## src/rtl/bcd_mant_pkg.sv

```systemverilog
package bcd_mant_pkg;
  typedef enum logic [1:0] {
    OP_ADD  = 2'b00,
    OP_WORD = 2'b01,
    OP_CPL  = 2'b10,
    OP_RSV  = 2'b11
  } bcd_op_e;

  localparam int unsigned DIGIT_W = 4;
endpackage

```

## src/rtl/bcd_digit_add.sv

```systemverilog
module bcd_digit_add
  import bcd_mant_pkg::*;
(
  input  logic [DIGIT_W-1:0] a_i,
  input  logic [DIGIT_W-1:0] b_i,
  input  logic               c_i,
  output logic [DIGIT_W-1:0] s_o,
  output logic               c_o
);
  logic [DIGIT_W:0] raw;
  logic [DIGIT_W:0] fixed;

  always_comb begin
    raw   = {1'b0, a_i} + {1'b0, b_i} + {{DIGIT_W{1'b0}}, c_i};
    fixed = raw + 5'd6;
    if (raw > 5'd9) begin
      s_o = fixed[DIGIT_W-1:0];
      c_o = 1'b1;
    end else begin
      s_o = raw[DIGIT_W-1:0];
      c_o = 1'b0;
    end
  end
endmodule

```

## src/rtl/bcd_ripple_add.sv

```systemverilog
module bcd_ripple_add
  import bcd_mant_pkg::*;
#(
  parameter int unsigned DIGITS = 12,
  localparam int unsigned W     = DIGITS * DIGIT_W
) (
  input  logic [W-1:0] a_i,
  input  logic [W-1:0] b_i,
  input  logic         c_i,
  output logic [W-1:0] s_o,
  output logic         c_o
);
  logic [DIGITS:0] carry;
  assign carry[0] = c_i;

  // index 0 is the least significant digit
  for (genvar d = 0; d < DIGITS; d++) begin : g_dig
    bcd_digit_add u_dig (
      .a_i (a_i[d*DIGIT_W +: DIGIT_W]),
      .b_i (b_i[d*DIGIT_W +: DIGIT_W]),
      .c_i (carry[d]),
      .s_o (s_o[d*DIGIT_W +: DIGIT_W]),
      .c_o (carry[d+1])
    );
  end

  assign c_o = carry[DIGITS];
endmodule

```

## src/rtl/bcd_nines.sv

```systemverilog
module bcd_nines
  import bcd_mant_pkg::*;
#(
  parameter int unsigned DIGITS = 12,
  localparam int unsigned W     = DIGITS * DIGIT_W
) (
  input  logic [W-1:0] x_i,
  output logic [W-1:0] y_o
);
  for (genvar d = 0; d < DIGITS; d++) begin : g_dig
    assign y_o[d*DIGIT_W +: DIGIT_W] = 4'd9 - x_i[d*DIGIT_W +: DIGIT_W];
  end
endmodule

```

## src/rtl/bcd_mant_unit.sv

```systemverilog
module bcd_mant_unit
  import bcd_mant_pkg::*;
#(
  parameter int unsigned DIGITS      = 12,
  parameter int unsigned WORD_DIGITS = 4,
  localparam int unsigned W          = DIGITS * DIGIT_W,
  localparam int unsigned WW         = WORD_DIGITS * DIGIT_W
) (
  input  logic          clk_i,
  input  logic          rst_ni,
  input  logic          valid_i,
  input  logic [1:0]    op_i,
  input  logic [W-1:0]  mant_x_i,
  input  logic [W-1:0]  mant_y_i,
  input  logic [WW-1:0] word_i,
  output logic [W-1:0]  res_o,
  output logic          res_valid_o,
  output logic          dc_o
);
  bcd_op_e      op;
  logic [W-1:0] x_nines;
  logic [W-1:0] add_a, add_b, add_s;
  logic         add_ci, add_co;
  logic [W-1:0] res_q;
  logic         dc_q, vld_q;

  assign op = bcd_op_e'(op_i);

  bcd_nines #(.DIGITS(DIGITS)) u_nines (
    .x_i (mant_x_i),
    .y_o (x_nines)
  );

  // one shared adder: operands steered per operation
  always_comb begin
    add_a  = mant_x_i;
    add_b  = mant_y_i;
    add_ci = dc_q;
    unique case (op)
      OP_WORD: add_a = {{(W-WW){1'b0}}, word_i};
      OP_CPL: begin
        add_a  = x_nines;
        add_b  = '0;
        add_ci = 1'b1;
      end
      default: ;
    endcase
  end

  bcd_ripple_add #(.DIGITS(DIGITS)) u_add (
    .a_i (add_a),
    .b_i (add_b),
    .c_i (add_ci),
    .s_o (add_s),
    .c_o (add_co)
  );

  always_ff @(posedge clk_i or negedge rst_ni) begin
    if (!rst_ni) begin
      res_q <= '0;
      dc_q  <= 1'b0;
      vld_q <= 1'b0;
    end else if (valid_i && op != OP_RSV) begin
      res_q <= add_s;
      dc_q  <= (op == OP_CPL) ? 1'b0 : add_co;
      vld_q <= 1'b1;
    end else begin
      vld_q <= 1'b0;
    end
  end

  assign res_o       = res_q;
  assign res_valid_o = vld_q;
  assign dc_o        = dc_q;
endmodule

```

## config.mk

```make
export PLATFORM = sky130hd
export DESIGN_NAME = bcd_mant_unit
export DESIGN_NICKNAME = d
export VERILOG_FILES = /design/src/rtl/bcd_mant_pkg.sv /design/src/rtl/bcd_digit_add.sv /design/src/rtl/bcd_ripple_add.sv /design/src/rtl/bcd_nines.sv /design/src/rtl/bcd_mant_unit.sv
export SDC_FILE = /design/constraint.sdc
export NUM_CORES = 1
export LEC_CHECK = 0
export BUFFER_PORTS_ARGS = -buffer_cell sky130_fd_sc_hd__clkbuf_2
export CAP_MARGIN = 20
export CORE_ASPECT_RATIO = 0.5
export CORE_MARGIN = 2
export CORE_UTILIZATION = 54
export CTS_CLUSTER_DIAMETER = 80
export CTS_CLUSTER_SIZE = 8
export DETAILED_ROUTE_END_ITERATION = 7
export GPL_TIMING_DRIVEN = 0
export PLACE_DENSITY = 0.92
export SLEW_MARGIN = 15
export SYNTH_ARGS = -nofsm -noshare
export SYNTH_HDL_FRONTEND = slang
export SYNTH_SLANG_ARGS = --single-unit
```

## constraint.sdc

```tcl
create_clock -name clk_i -period 24 [get_ports clk_i]
set_clock_uncertainty 0.15 [all_clocks]
set_input_delay 1.2 -clock clk_i [delete_from_list [all_inputs] [get_ports clk_i]]
set_output_delay 1.2 -clock clk_i [all_outputs]
set_load 0.02 [all_outputs]
```

==> flow_summary.yaml <==
timing:
  whs_ns: 0.337
  fmax_mhz: 43.1
  report.final.setup_viol: 0
  final_min_period_over_clock_period_pct: 96.7
  slew-limit-headroom_pct: 49.3
  fin_crit_ns: 23.20
  report.final.slew_viol_count: 0
  finalHoldViolCount: 0
  tightest_slew_ns: 0.760
cts:
  cts_tree: "done"
  clk_path_buf_depth: 2
  worstSkewPairLatency_ns: 0.31
  h-tree-depth: 2
  postCtsHoldBufs: 0
  tritoncts.num_buffers: 5
  cts.clk_slew.worst_paths_ns: 0.07
  clock-sinks: 50
  clock_tree.root_cell: "sky130_fd_sc_hd__clkbuf_16"
worst_setup_path:
  start_kind: "input port"
  worstReg2RegStart: "dc_o"
  timing.critical_path.fanout_max: 10
  critical_path_required_ns: 24.08
  critical-path-slowest-cell: "sky130_fd_sc_hd__fa_2"
  worst_r2r_endpoint: "res_o[46]"
  timing.critical_path.arrival_ns: 23.28
  r2r_setup_slack_ns: 2.23
  ff2ff_path_depth: 96
  timing.critical_path.to_type: "flop"
  critPathMostFrequentCell: "sky130_fd_sc_hd__inv_1"
  setup.worst_path.class: "input port to flop"
  slowest_delay_ns: 0.54
layout:
  number_of_filler_instances_in_the_final_layout: 794
  final_cell_count_no_fill: 1072
  diodes: 0
  final_nets: 1141
  drive_gt1_share_pct: 28.6
  post-route-cell-area_um2: 7500
  area_delta_synth_final_pct: 25.6
logic_synthesis:
  async_flop_share_pct: 100
  synth-compound-area-share_pct: 20.8
  ys_ff_latch: 50
  synthesis.area_um2: 5970
  synth_fa_ha_area_share_pct: 23.6
  ys_dominant_reg_cell: "sky130_fd_sc_hd__dfrtp_1"
  synth_mux_area_share_pct: 3.77
  synth-seq-area-share_pct: 21.0
  netlist_top_cells_area: "sky130_fd_sc_hd__dfrtp_1 21%, sky130_fd_sc_hd__ha_1 16%, sky130_fd_sc_hd__fa_1 8.0%"
  synth_simple_gate_area_share_pct: 20.8
  synthDominantCellAreaShare_pct: 21.0
  synth_area_per_cell_um2: 8.08
  synth_top_family_by_area: "adder cells"
  yosys_warnings: 0
  post_synth_most_frequent_cells: "95 x sky130_fd_sc_hd__nand2_1, 74 x sky130_fd_sc_hd__ha_1, 74 x sky130_fd_sc_hd__inv_1"
  synthMostInstantiatedCell: "sky130_fd_sc_hd__nand2_1"
  synth-xor-area-share_pct: 3.52
  synth.distinct_cells: 52
  synth_fp_nets: 954
  synthesis.instances: 739
  post-synth-top-area-cell: "sky130_fd_sc_hd__dfrtp_1"
  synth_edf_count: 0
route:
  routedWlPerCell_um: 18.4
  num_vias: 6500
  ant_nets: 0
  drtPass1Iterations: 6
  routed_via_density: 6.06
  post_detailed_routing_wire_length_um: 19700
  drc: 0
  drt_iter0_drc: 544
status:
  run_status: "completed"
floorplanning:
  rows: 27
  pin_count: 167
  die_height_um: 78.3
  die_w_um: 153
  initial_core_util_pct: 54.9
  core_region_area_um2: 10900
  die_outline_area_um2: 12000
grt:
  grt_pass1_wl_um: 30300
  total_routing_usage_gr_pct: 31.6
  number_of_global_route_vias_before_repair: 6577
  globalRoute.totalOverflow: 0
  initial_antenna_violation_count: 0
  grt_max_degree: 51
pwr:
  p_leak_nw: 3.92
  fin_total_pwr_uw: 723
  vdd_ir_drop_max_mv: 0.0327
  power_per_cell_area_nw_per_um2: 96.5
place:
  hpwl_um: 14200
  place_area_um2: 6980
  gp_congestion: 0.976
  numPlacedInstances: 1050
  io_buffers: 166
hold_path:
  hold_path_end: "res_o[36]"
  hold_path_startpoint: "res_o[36]"
  hold_path_depth: 2
  worstHoldPathType: "flop to flop"
job:
  max_cap_viol_count: 0
layout make-up:
class / instances / area, um2 / area share, %
Multi-Input combinational cell: 584 / 4520 / 60.3
Sequential cell: 50 / 1250 / 16.7
Timing Repair Buffer: 183 / 961 / 12.8
Inverter: 75 / 282 / 3.75
Tap cell: 145 / 181 / 2.42
Buffer: 27 / 139 / 1.85
Clock buffer: 7 / 133 / 1.77
Clock inverter: 1 / 30.0 / 0.400
through the flow:
| step | util, % | worst slack, ns | setup TNS, ns |
|---|---|---|---|
| final | 68.9 | 0.801 | 0 |
| after global routing | 68.9 | -0.248 | -0.531 |
| after CTS | 66.2 | 0.0241 | 0 |
| after detailed placement | 64.2 | -1.16 | -4.00 |
| after global placement | 64.2 | -0.652 | -1.93 |
| after floorplan | - | 1.40 | 0 |
worst max-delay path, delay by kind of cell:
| family | cells | cell delay (ns) |
|---|---|---|
| compound gates | 24 | 6.02 |
| xor+xnor | 3 | 0.61 |
| mux | 1 | 0.26 |
| fa+ha+maj | 37 | 11.85 |
| simple gates | 9 | 0.73 |
| buf+inv | 28 | 2.57 |
sequential cells by signal, summed over array words and instances (netlist names):
name / count
res_valid_o: 1
dc_o: 1
res_o: 48
where the power goes:
part,switching (mW),internal [mW]
Combinational,0.274,0.214
Clock,0.0360,0.0495
Sequential,0.0266,0.124
Total,0.336,0.387
logic make-up after synthesis:
family                     count (synthesis)
xor gates and xnor gates                  24
AOI/OAI and AO/OA                        185
DFF                                       50
muxes                                     22
adders and majority gates                 98
and+or+nand+nor                          255
buffers and inverters                    105
per-layer routing:
layer | vias up | track usage (%) | share of wire [%]
li1 | 2918 | - | -
met1 | 3066 | 36.2 | 38
met2 | 388 | 56.5 | 47
met3 | 128 | 7.07 | 9.2
met4 | 0 | 15.8 | 5.6
met5 | - | 0 | 0
cell usage in the layout (no fill, tap or decap), types with 11 or more instances in the layout:
master,n
sky130_fd_sc_hd__nor2_1,59
sky130_fd_sc_hd__nor2b_1,40
sky130_fd_sc_hd__dfrtp_1,50
sky130_fd_sc_hd__o21ai_1,15
sky130_fd_sc_hd__fa_1,13
sky130_fd_sc_hd__mux2i_1,17
sky130_fd_sc_hd__inv_1,67
sky130_fd_sc_hd__a21o_1,12
sky130_fd_sc_hd__nand2_1,95
sky130_fd_sc_hd__fa_2,11
sky130_fd_sc_hd__o21ai_0,37
sky130_fd_sc_hd__a21oi_1,45
sky130_fd_sc_hd__buf_4,17
sky130_fd_sc_hd__ha_1,71
sky130_fd_sc_hd__a22o_1,13
sky130_fd_sc_hd__clkbuf_2,170
sky130_fd_sc_hd__clkbuf_1,15
worst max-delay path by stage:
stage | to | slack [ns] | cells after the start | start
floorplan | res_o[46] | 1.40 | 102 | op_i[0]
global placement | res_o[46] | -0.65 | 106 | op_i[0]
detailed placement | res_o[46] | -1.16 | 104 | op_i[0]
CTS | res_o[46] | 0.02 | 105 | op_i[0]
global route | res_o[46] | -0.25 | 104 | op_i[0]
finish | res_o[46] | 0.80 | 102 | op_i[0]
what timing repair did:
item / in CTS / in global routing
gates resized for setup: 13 / 49
gates cloned: 0 / 0
setup endpoints to repair: 4 / 5
pin swaps: 1 / 19
buffers inserted: 1 / 16
Power figures use the tool's default switching activity.
